--- src/rtl/perisec_pkg.sv ---
package perisec_pkg;

  // Read source chosen by the decoder
  typedef enum logic [2:0] {
    RD_NONE = 3'd0,
    RD_ZONE = 3'd1,
    RD_ATTR = 3'd2,
    RD_LOCK = 3'd3,
    RD_CFG  = 3'd4,
    RD_REV  = 3'd5
  } rdSel_e;

  // Strobes from the decoder to the storage
  typedef struct packed {
    logic       zoneWr;
    logic       attrWr;
    logic       lockWr;
    logic [2:0] wordIdx;
    rdSel_e     rdSel;
  } ctrlStrobe_t;

  // Word-address layout (byte offset / 4); ordering is fixed by the map
  localparam int ZONE_BASE_WA = 0;
  localparam int ATTR_BASE_WA = 4;
  localparam int LOCK_BASE_WA = 12;
  localparam int CFG_WA       = 32'h3F0 >> 2;
  localparam int REV_WA       = 32'h3F4 >> 2;

  localparam int ATTR_PER_WORD = 16;
  localparam int LOCK_PER_WORD = 32;

endpackage

--- src/rtl/perisec_ctrl.sv ---
module perisec_ctrl
  import perisec_pkg::*;
#(
  parameter int ADDR_W     = 12,
  parameter int NUM_ZONES  = 2,
  parameter int NUM_PERIPH = 24
) (
  input  logic              clk,
  input  logic              rstN,
  input  logic [ADDR_W-1:0] busAddr,
  input  logic              busWe,
  input  logic              busSecure,
  output ctrlStrobe_t       strb
);

  localparam int WA_W       = ADDR_W - 2;
  localparam int ATTR_WORDS = (NUM_PERIPH + ATTR_PER_WORD - 1) / ATTR_PER_WORD;
  localparam int LOCK_WORDS = (NUM_PERIPH + LOCK_PER_WORD - 1) / LOCK_PER_WORD;

  localparam logic [WA_W-1:0] ZONE_END  = WA_W'(ZONE_BASE_WA + NUM_ZONES);
  localparam logic [WA_W-1:0] ATTR_BASE = WA_W'(ATTR_BASE_WA);
  localparam logic [WA_W-1:0] ATTR_END  = WA_W'(ATTR_BASE_WA + ATTR_WORDS);
  localparam logic [WA_W-1:0] LOCK_BASE = WA_W'(LOCK_BASE_WA);
  localparam logic [WA_W-1:0] LOCK_END  = WA_W'(LOCK_BASE_WA + LOCK_WORDS);
  localparam logic [WA_W-1:0] CFG_ADDR  = WA_W'(CFG_WA);
  localparam logic [WA_W-1:0] REV_ADDR  = WA_W'(REV_WA);

  logic [WA_W-1:0] wordAddr;
  logic [WA_W-1:0] offset;
  logic            inZone;
  logic            inAttr;
  logic            inLock;

  assign wordAddr = busAddr[ADDR_W-1:2];
  assign inZone   = (wordAddr < ZONE_END);
  assign inAttr   = (wordAddr >= ATTR_BASE) && (wordAddr < ATTR_END);
  assign inLock   = (wordAddr >= LOCK_BASE) && (wordAddr < LOCK_END);

  always_comb begin
    strb        = '0;
    strb.rdSel  = RD_NONE;
    offset      = '0;
    if (inZone) begin
      offset = wordAddr;
    end else if (inAttr) begin
      offset = wordAddr - ATTR_BASE;
    end else if (inLock) begin
      offset = wordAddr - LOCK_BASE;
    end
    strb.wordIdx = offset[2:0];

    if (busSecure) begin
      if (inZone) begin
        strb.rdSel  = RD_ZONE;
        strb.zoneWr = busWe;
      end else if (inAttr) begin
        strb.rdSel  = RD_ATTR;
        strb.attrWr = busWe;
      end else if (inLock) begin
        strb.rdSel  = RD_LOCK;
        strb.lockWr = busWe;
      end
    end
    if (wordAddr == CFG_ADDR) begin
      strb.rdSel = RD_CFG;
    end else if (wordAddr == REV_ADDR) begin
      strb.rdSel = RD_REV;
    end
  end

  // a non-secure request never raises a write strobe
  a_r10_nonsec_no_strobe: assert property (@(posedge clk) disable iff (!rstN)
    !busSecure |-> !(strb.zoneWr || strb.attrWr || strb.lockWr));

  // an address between the last live zone and the attribute block never writes a zone
  a_r9_no_phantom_zone: assert property (@(posedge clk) disable iff (!rstN)
    (busAddr[ADDR_W-1:2] >= ZONE_END && busAddr[ADDR_W-1:2] < ATTR_BASE) |-> !strb.zoneWr);

  // a non-secure request can only select the configuration or revision word
  a_r11_nonsec_sel: assert property (@(posedge clk) disable iff (!rstN)
    !busSecure |-> (strb.rdSel inside {RD_NONE, RD_CFG, RD_REV}));

endmodule

--- src/rtl/perisec_datapath.sv ---
module perisec_datapath
  import perisec_pkg::*;
#(
  parameter int          NUM_ZONES   = 2,
  parameter int          NUM_PERIPH  = 24,
  parameter int          NUM_MASTERS = 4,
  parameter int          CHUNK_CODE  = 1,
  parameter logic [7:0]  REVISION    = 8'h10
) (
  input  logic                      clk,
  input  logic                      rstN,
  input  ctrlStrobe_t               strb,
  input  logic [31:0]               wdata,
  output logic [31:0]               rdata,
  output logic [2*NUM_PERIPH-1:0]   attrOut,
  output logic [16*NUM_ZONES-1:0]   zoneSizeOut
);

  localparam logic [31:0] CFG_WORD = {8'(CHUNK_CODE), 8'(NUM_MASTERS),
                                      8'(NUM_PERIPH), 8'(NUM_ZONES)};

  logic [1:0]  attrQ     [NUM_PERIPH];
  logic        perLockQ  [NUM_PERIPH];
  logic [15:0] zoneSizeQ [NUM_ZONES];
  logic        zoneLockQ [NUM_ZONES];

  // Per-peripheral attribute and lock storage
  for (genvar n = 0; n < NUM_PERIPH; n++) begin : g_periph
    localparam logic [2:0] ATTR_WI = 3'(n / ATTR_PER_WORD);
    localparam logic [2:0] LOCK_WI = 3'(n / LOCK_PER_WORD);
    localparam int         ABIT    = 2 * (n % ATTR_PER_WORD);
    localparam int         LBIT    = n % LOCK_PER_WORD;

    always_ff @(posedge clk or negedge rstN) begin
      if (!rstN) begin
        attrQ[n] <= 2'b00;
      end else if (strb.attrWr && strb.wordIdx == ATTR_WI && !perLockQ[n]) begin
        attrQ[n] <= wdata[ABIT +: 2];
      end
    end

    always_ff @(posedge clk or negedge rstN) begin
      if (!rstN) begin
        perLockQ[n] <= 1'b0;
      end else if (strb.lockWr && strb.wordIdx == LOCK_WI && wdata[LBIT]) begin
        perLockQ[n] <= 1'b1;
      end
    end

    assign attrOut[2*n +: 2] = attrQ[n];

    // a locked peripheral keeps its attribute on the next cycle
    a_r6_locked_attr_frozen: assert property (@(posedge clk) disable iff (!rstN)
      perLockQ[n] |=> $stable(attrQ[n]));

    // a set peripheral lock stays set until reset
    a_r5_lock_sticky: assert property (@(posedge clk) disable iff (!rstN)
      perLockQ[n] |=> perLockQ[n]);
  end

  // Per-zone size storage with its own lock
  for (genvar z = 0; z < NUM_ZONES; z++) begin : g_zone
    localparam logic [2:0] ZWI = 3'(z);

    always_ff @(posedge clk or negedge rstN) begin
      if (!rstN) begin
        zoneSizeQ[z] <= '0;
        zoneLockQ[z] <= 1'b0;
      end else if (strb.zoneWr && strb.wordIdx == ZWI && !zoneLockQ[z]) begin
        zoneSizeQ[z] <= wdata[15:0];
        zoneLockQ[z] <= wdata[31];
      end
    end

    assign zoneSizeOut[16*z +: 16] = zoneSizeQ[z];

    // a locked zone keeps its size and its lock on the next cycle
    a_r3_locked_size_frozen: assert property (@(posedge clk) disable iff (!rstN)
      zoneLockQ[z] |=> ($stable(zoneSizeQ[z]) && zoneLockQ[z]));
  end

  // Read mux
  always_comb begin
    rdata = '0;
    unique case (strb.rdSel)
      RD_ZONE: begin
        for (int z = 0; z < NUM_ZONES; z++) begin
          if (strb.wordIdx == 3'(z)) begin
            rdata = {zoneLockQ[z], 15'b0, zoneSizeQ[z]};
          end
        end
      end
      RD_ATTR: begin
        for (int n = 0; n < NUM_PERIPH; n++) begin
          if (strb.wordIdx == 3'(n / ATTR_PER_WORD)) begin
            rdata[2*(n % ATTR_PER_WORD) +: 2] = attrQ[n];
          end
        end
      end
      RD_LOCK: begin
        for (int n = 0; n < NUM_PERIPH; n++) begin
          if (strb.wordIdx == 3'(n / LOCK_PER_WORD)) begin
            rdata[n % LOCK_PER_WORD] = perLockQ[n];
          end
        end
      end
      RD_CFG:  rdata = CFG_WORD;
      RD_REV:  rdata = {24'b0, REVISION};
      default: rdata = '0;
    endcase
  end

endmodule

--- src/rtl/perisec_regfile.sv ---
module perisec_regfile
  import perisec_pkg::*;
#(
  parameter int          ADDR_W      = 12,
  parameter int          NUM_ZONES   = 2,
  parameter int          NUM_PERIPH  = 24,
  parameter int          NUM_MASTERS = 4,
  parameter int          CHUNK_CODE  = 1,
  parameter logic [7:0]  REVISION    = 8'h10
) (
  input  logic                     clk,
  input  logic                     rstN,
  input  logic [ADDR_W-1:0]        busAddr,
  input  logic                     busWe,
  input  logic [31:0]              busWdata,
  input  logic                     busSecure,
  output logic [31:0]              busRdata,
  output logic [2*NUM_PERIPH-1:0]  attrOut,
  output logic [16*NUM_ZONES-1:0]  zoneSizeOut
);

  // Map limits: at most 4 zones, 128 peripherals
  ctrlStrobe_t strb;

  perisec_ctrl #(
    .ADDR_W    (ADDR_W),
    .NUM_ZONES (NUM_ZONES),
    .NUM_PERIPH(NUM_PERIPH)
  ) u_ctrl (
    .clk      (clk),
    .rstN     (rstN),
    .busAddr  (busAddr),
    .busWe    (busWe),
    .busSecure(busSecure),
    .strb     (strb)
  );

  perisec_datapath #(
    .NUM_ZONES  (NUM_ZONES),
    .NUM_PERIPH (NUM_PERIPH),
    .NUM_MASTERS(NUM_MASTERS),
    .CHUNK_CODE (CHUNK_CODE),
    .REVISION   (REVISION)
  ) u_dp (
    .clk        (clk),
    .rstN       (rstN),
    .strb       (strb),
    .wdata      (busWdata),
    .rdata      (busRdata),
    .attrOut    (attrOut),
    .zoneSizeOut(zoneSizeOut)
  );

  // a non-secure write leaves every output unchanged
  a_r10_nonsec_write_dropped: assert property (@(posedge clk) disable iff (!rstN)
    (busWe && !busSecure) |=> ($stable(attrOut) && $stable(zoneSizeOut)));

  // non-secure reads outside the two info words return zero
  a_r11_nonsec_read_zero: assert property (@(posedge clk) disable iff (!rstN)
    (!busSecure && busAddr[ADDR_W-1:2] != (ADDR_W-2)'(CFG_WA)
                && busAddr[ADDR_W-1:2] != (ADDR_W-2)'(REV_WA)) |-> (busRdata == 32'h0));

endmodule

--- config.mk ---
export PLATFORM = sky130hd
export DESIGN_NAME = perisec_regfile
export DESIGN_NICKNAME = d
export VERILOG_FILES = /design/src/rtl/perisec_pkg.sv /design/src/rtl/perisec_ctrl.sv /design/src/rtl/perisec_datapath.sv /design/src/rtl/perisec_regfile.sv
export SDC_FILE = /design/constraint.sdc
export NUM_CORES = 1
export LEC_CHECK = 0
export CORE_MARGIN = 2
export CORE_UTILIZATION = 25
export CTS_BUF_LIST = sky130_fd_sc_hd__clkbuf_4 sky130_fd_sc_hd__clkbuf_8
export DETAILED_ROUTE_END_ITERATION = 12
export MAX_ROUTING_LAYER = met4
export PLACE_DENSITY_LB_ADDON = 0.2
export SLEW_MARGIN = 10
export SYNTH_ARGS = -nofsm -noshare
export SYNTH_HDL_FRONTEND = slang
export SYNTH_SLANG_ARGS = --single-unit
--- constraint.sdc ---
create_clock -name clk -period 3.4 [get_ports clk]
set_clock_uncertainty 0.15 [all_clocks]
set_input_delay 0.68 -clock clk [delete_from_list [all_inputs] [get_ports clk]]
set_output_delay 0.68 -clock clk [all_outputs]
set_load 0.1 [all_outputs]
### Word-level counts from Yosys, hierarchy flattened

Cells that the tools add are included.

| storage, ports and cells | value |
|---|---|
| register bits | 106 |
| input port bits | 48 |
| logic and storage cells | 218 |

| operators by class | value |
|---|---|
| $add $sub $neg | 2 |
| $lt $le $gt $ge | 5 |
| equal/unequal tests | 8 |
| multiplexer cells | 67 |
| reductions and logical operators | 84 |

Operator list:

| operator | count |
|---|---|
| one-hot mux 24 bit (5 select lines) | 1 |
| two-way mux 32 bit | 2 |
| logical AND 1 bit | 57 |
| two-way mux 2 bit | 26 |
| two-way mux 1 bit | 28 |
| two-way mux 3 bit | 9 |
| logical NOT 1 bit | 26 |
| one-hot mux 8 bit (3 select lines) | 1 |
| equality test 10 x 8 -> 1 bit, second input constant | 2 |
| >= comparator 10 x 3 -> 1 bit, second input constant | 1 |
| >= comparator 10 x 4 -> 1 bit, second input constant | 1 |
| less-than comparator 10 x 2 -> 1 bit, second input constant | 1 |
| less-than comparator 10 x 3 -> 1 bit, second input constant | 1 |
| less-than comparator 10 x 4 -> 1 bit, second input constant | 1 |
| equality test 3 x 1 -> 1 bit, second input constant | 2 |
| equality test 3 x 2 -> 1 bit, second input constant | 2 |
| equality test 3 bit, second input constant | 2 |
| subtractor 3 bit, second input constant | 2 |
| logical NOT 3 bit | 1 |

### Depth between registers and ports, before layout

| depth | value |
|---|---|
| depth after elaboration | 10 |
| depth in mapped cells | 7 |
| depth with buffers taken out | 4 |

### Cells and area by module

A second synthesis with hierarchy kept.

| unflattened totals | value |
|---|---|
| cells, all modules | 379 |
| area total of the unflattened synthesis | 4862.2 um^2 |

Modules (own cells, without submodules):

| module | times used | cells each | area an instance (um^2) |
|---|---|---|---|
| perisec_datapath | 1 | 357 | 4729.5 |
| perisec_ctrl | 1 | 22 | 132.6 |

### Least setup slack after synthesis

No wires, ideal clock.

| timing | value |
|---|---|
| kind | input port to output port |
| start | input busAddr[8] |
| end | output busRdata[11] |
| arrival | 5.197 ns |
| required time | 2.570 ns |
| slack | -2.627 ns |
| stages | 6 |
| cells stage by stage | nor4_4 buf_2 and2_1 clkbuf_1 a221oi_1 o311ai_0 |

| on the way | value |
|---|---|
| longest elaborated chain between the ends | 10 |
| elaborated cells between the ends (all ways) | 31 |

RTL lines:

| item | line | source |
|---|---|---|
| start: declaration | perisec_regfile.sv:13 | `input logic [ADDR_W-1:0] busAddr,` |
| >= comparator 10 x 4 -> 1 bit / less-than comparator 10 x 4 -> 1 bit (equally long branches) | perisec_ctrl.sv:37 | `assign inLock = (wordAddr >= LOCK_BASE) && (wordAddr < LOCK_END);` |
| logical AND 1 bit | perisec_ctrl.sv:37 |  |
| two-way mux 2 bit | perisec_ctrl.sv:59 | `end else if (inLock) begin` |
| two-way mux 3 bit | perisec_ctrl.sv:56 | `end else if (inAttr) begin` |
| two-way mux 3 bit | perisec_ctrl.sv:53 | `if (inZone) begin` |
| two-way mux 3 bit | perisec_ctrl.sv:52 | `if (busSecure) begin` |
| two-way mux 3 bit | perisec_ctrl.sv:66 | `end else if (wordAddr == REV_ADDR) begin` |
| two-way mux 3 bit | perisec_ctrl.sv:64 | `if (wordAddr == CFG_ADDR) begin` |
| equality test 3 bit, or another cell as far along | perisec_datapath.sv:85 | `unique case (strb.rdSel)` |
| one-hot mux 24 bit (5 select lines) * | perisec_datapath.sv:85 |  |
| end: declaration | perisec_regfile.sv:17 | `output logic [31:0] busRdata,` |

Every way passes the cells marked *; elsewhere a longest branch is shown, timed or not.

### Final worst setup path

| timing | value |
|---|---|
| start | input busAddr[6] |
| end | output busRdata[4] |

The elaborated chain is that of the path after synthesis.

==> flow_metrics.tcl <==
set metrics [dict create \
    max-slew-margin-rel 0.541 \
    path_class "input pin to output port" \
    drv_slew 0 \
    clock_tree.root_cell "clkbuf_8" \
    pre_cts_slack_ns -0.430 \
    rsz0062_at_grt "false" \
    pin_count 160 \
    core_area_um2 20300 \
    grt_pass1_vias 5040 \
    synth_cell_types 44 \
    drtIter0Drc 237 \
    clock.fmax_mhz 297 \
    cts_buffer_depth 2 \
    hpwl_um 15100 \
    cts.sinks 106 \
    worstPathArrival_ns 2.53 \
    drive_above_1_share 0.557 \
    dp_cells 938 \
    cts_buffers 9 \
    fp.dieH_um 148 \
    final_antenna_net_count 0 \
    crit_fanout 7 \
    seqPwrFrac 0.541 \
    total_power_mw 2.36 \
    final_common_cell "buf_4" \
    layout.nets 736 \
    post-route-min-period_ns 3.36 \
    ir_drop_mv 0.163 \
    yosys_warnings 0 \
    syn-cell-area_um2 5190 \
    clock_power_share 0.332 \
    port-buffer-count 157 \
    avgSynthCellArea_um2 11.9 \
    cp-endpoint "busRdata[4]" \
    reg2reg_depth 3 \
    ys_seq_area_frac 0.511 \
    netlist_instances 438 \
    synth_edf_count 0 \
    grt_pass1_wl_um 30500 \
    combPwrFrac 0.128 \
    start_util 0.256 \
    via_count 4707 \
    htree_levels 3 \
    num_antenna_cells 0 \
    vias_per_cell 4.90 \
    final_cell_mix "buf_4 (171), dfrtp_1 (106), mux2_2 (67)" \
    async_flop_share 1.00 \
    syn_to_final_growth_pct 69.5 \
    cp-startpoint "busAddr[6]" \
    critPathRequiredTime_ns 2.57 \
    max_slew.worst_pin.slew_ns 0.689 \
    ff2ff_setup_slack_ns 1.63 \
    r2r_end "u_dp.zoneSizeOut[26]" \
    grtUsageTotal 0.189 \
    worst_slack_ns 0.0370 \
    power_density_nw_per_um2 269 \
    min_period_over_period 0.989 \
    syn_nets 486 \
    hold_violations 0 \
    drv_cap 0 \
    min_path_type "input pin to async pin" \
    routabilityCongestion 0.846 \
    drc_errors 0 \
    stdcell_count 960 \
    grt_max_degree 60 \
    reg2reg_from "u_dp.zoneLockQ[0]" \
    clk_latency_ns 0.39 \
    antenna_found_initial 0 \
    overflow 0 \
    status "finished, final reports clean" \
    synth_seq_cells 106 \
    p_int_mw 1.74 \
    setup_tns_ns 0 \
    synthFlopType "dfrtp_1" \
    clk_pin_slew_ns 0.10 \
    cts_tree "yes" \
    first_pass_iters 4 \
    setup_viol 0 \
    cp-end-kind "output port" \
    switching_power_uw 626 \
    cp-start-kind "input pin" \
    wirelength_um 19900 \
    row_count 52 \
    swShare 0.265 \
    die_w_um 148 \
    wl_per_cell_um 20.8 \
    p_leak_nw 4.30 \
    fp.dieArea_um2 21900 \
]
[area by class of cell]
cell class / instances / area [µm²]
fillers: 1923 / 11500
multi-input cells: 298 / 2930
repair buffers: 269 / 2680
flip-flops and latches: 106 / 2650
well taps: 270 / 338
clock buffers: 10 / 138
clock inverters: 3 / 42.5
inverters: 4 / 15.0
[power by group through the flow]
| stage | Sequential [mW] | Clock [mW] | Combinational (mW) |
|---|---|---|---|
| CTS | 1.28 | 0.810 | 0.304 |
| detailed placement | 1.30 | 0 | 0.297 |
| global placement | 1.30 | 0 | 0.293 |
| finish | 1.28 | 0.784 | 0.302 |
| floorplan | 1.36 | 0 | 0.0582 |
| global route | 1.28 | 0.860 | 0.322 |
[registers in the layout, indices dropped and copies added (netlist names)]
signal            flops
u_dp.perLockQ        24
u_dp.zoneSizeOut     32
u_dp.attrOut         48
u_dp.zoneLockQ        2
[repair_timing]
item | in CTS | in global routing
pin swaps | 11 | 9
cloned | 1 | 1
hold buffers | 0 | 0
buffers inserted | 8 | 1
gates resized for setup | 59 | 14
setup endpoints to repair | 32 | 19
[worst max-delay path, cell delays in order]
cell      delay [ns]
buf_6           0.10
buf_6           0.11
nor4_4          0.30
buf_6           0.17
and4_4          0.31
buf_12          0.15
buf_12          0.12
a221oi_4        0.04
o311ai_4        0.34
buf_12          0.22
[metal layers]
metal  wire length (µm)  global-route usage  up-vias
li1                   -                   -     2143
met4                422              0.0629        0
met5                  0                   -        -
met3               1160              0.0325       28
met1               9090               0.258     2401
met2               9260               0.287      135
[stage by stage]
| stage | area [µm²] | util | hold slack (ns) |
|---|---|---|---|
| floorplan | 5640 | - | 0.234 |
| CTS | 8750 | 0.431 | 0.182 |
| finish | 8800 | 0.433 | 0.165 |
| detailed placement | 8350 | 0.411 | 0.314 |
| global route | 8800 | 0.433 | 0.216 |
| global placement | 8350 | 0.411 | 0.312 |
[synth_stat cells, types with 2 or more instances]
cell	number	area, µm²
dfrtp_1	106	2650
mux2_2	67	754
a21o_1	28	210
and2_1	23	144
clkbuf_1	22	82.6
nor3_1	17	85.1
a221oi_1	15	131
nor2b_1	15	93.8
o21ai_0	15	75.1
mux2_1	13	146
nand2_1	13	48.8
a21oi_1	12	60.1
o32ai_1	11	96.3
nor2_2	8	50.1
a22o_1	7	61.3
nand3b_1	7	52.6
nand4_1	7	43.8
buf_2	6	30.0
inv_1	4	15.0
nand2b_1	4	25.0
nor2_1	3	11.3
o311ai_0	3	26.3
o31ai_1	3	22.5
or4_1	3	22.5
and4_1	2	17.5
mux2i_1	2	20.0
nand3_1	2	10.0
nand4b_1	2	17.5
nor4_4	2	42.5
o221a_2	2	22.5
[how the worst min path moves through the flow]
| stage | startpoint | end | slack, ns |
|---|---|---|---|
| 3_5_place_dp | u_dp.perLockQ[16] | u_dp.perLockQ[16] | 0.31 |
| 6_report | rstN | u_dp.attrOut[24] | 0.17 |
| 3_3_place_gp | u_dp.perLockQ[16] | u_dp.perLockQ[16] | 0.31 |
| 5_1_grt | rstN | u_dp.attrOut[24] | 0.22 |
| 4_1_cts | rstN | u_dp.attrOut[12] | 0.18 |
| 2_1_floorplan | rstN | u_dp.attrOut[0] | 0.23 |
[kinds of logic (layout without fill, tap and decap cells)]
family,after synthesis,count (layout),synth area share
AOI/OAI and AO/OA,99,99,0.141
buffers and inverters,34,286,0.0275
DFF,106,106,0.511
muxes,82,82,0.177
and+or+nand+nor,117,117,0.144
Note: power is estimated with default switching activity, not from simulation.
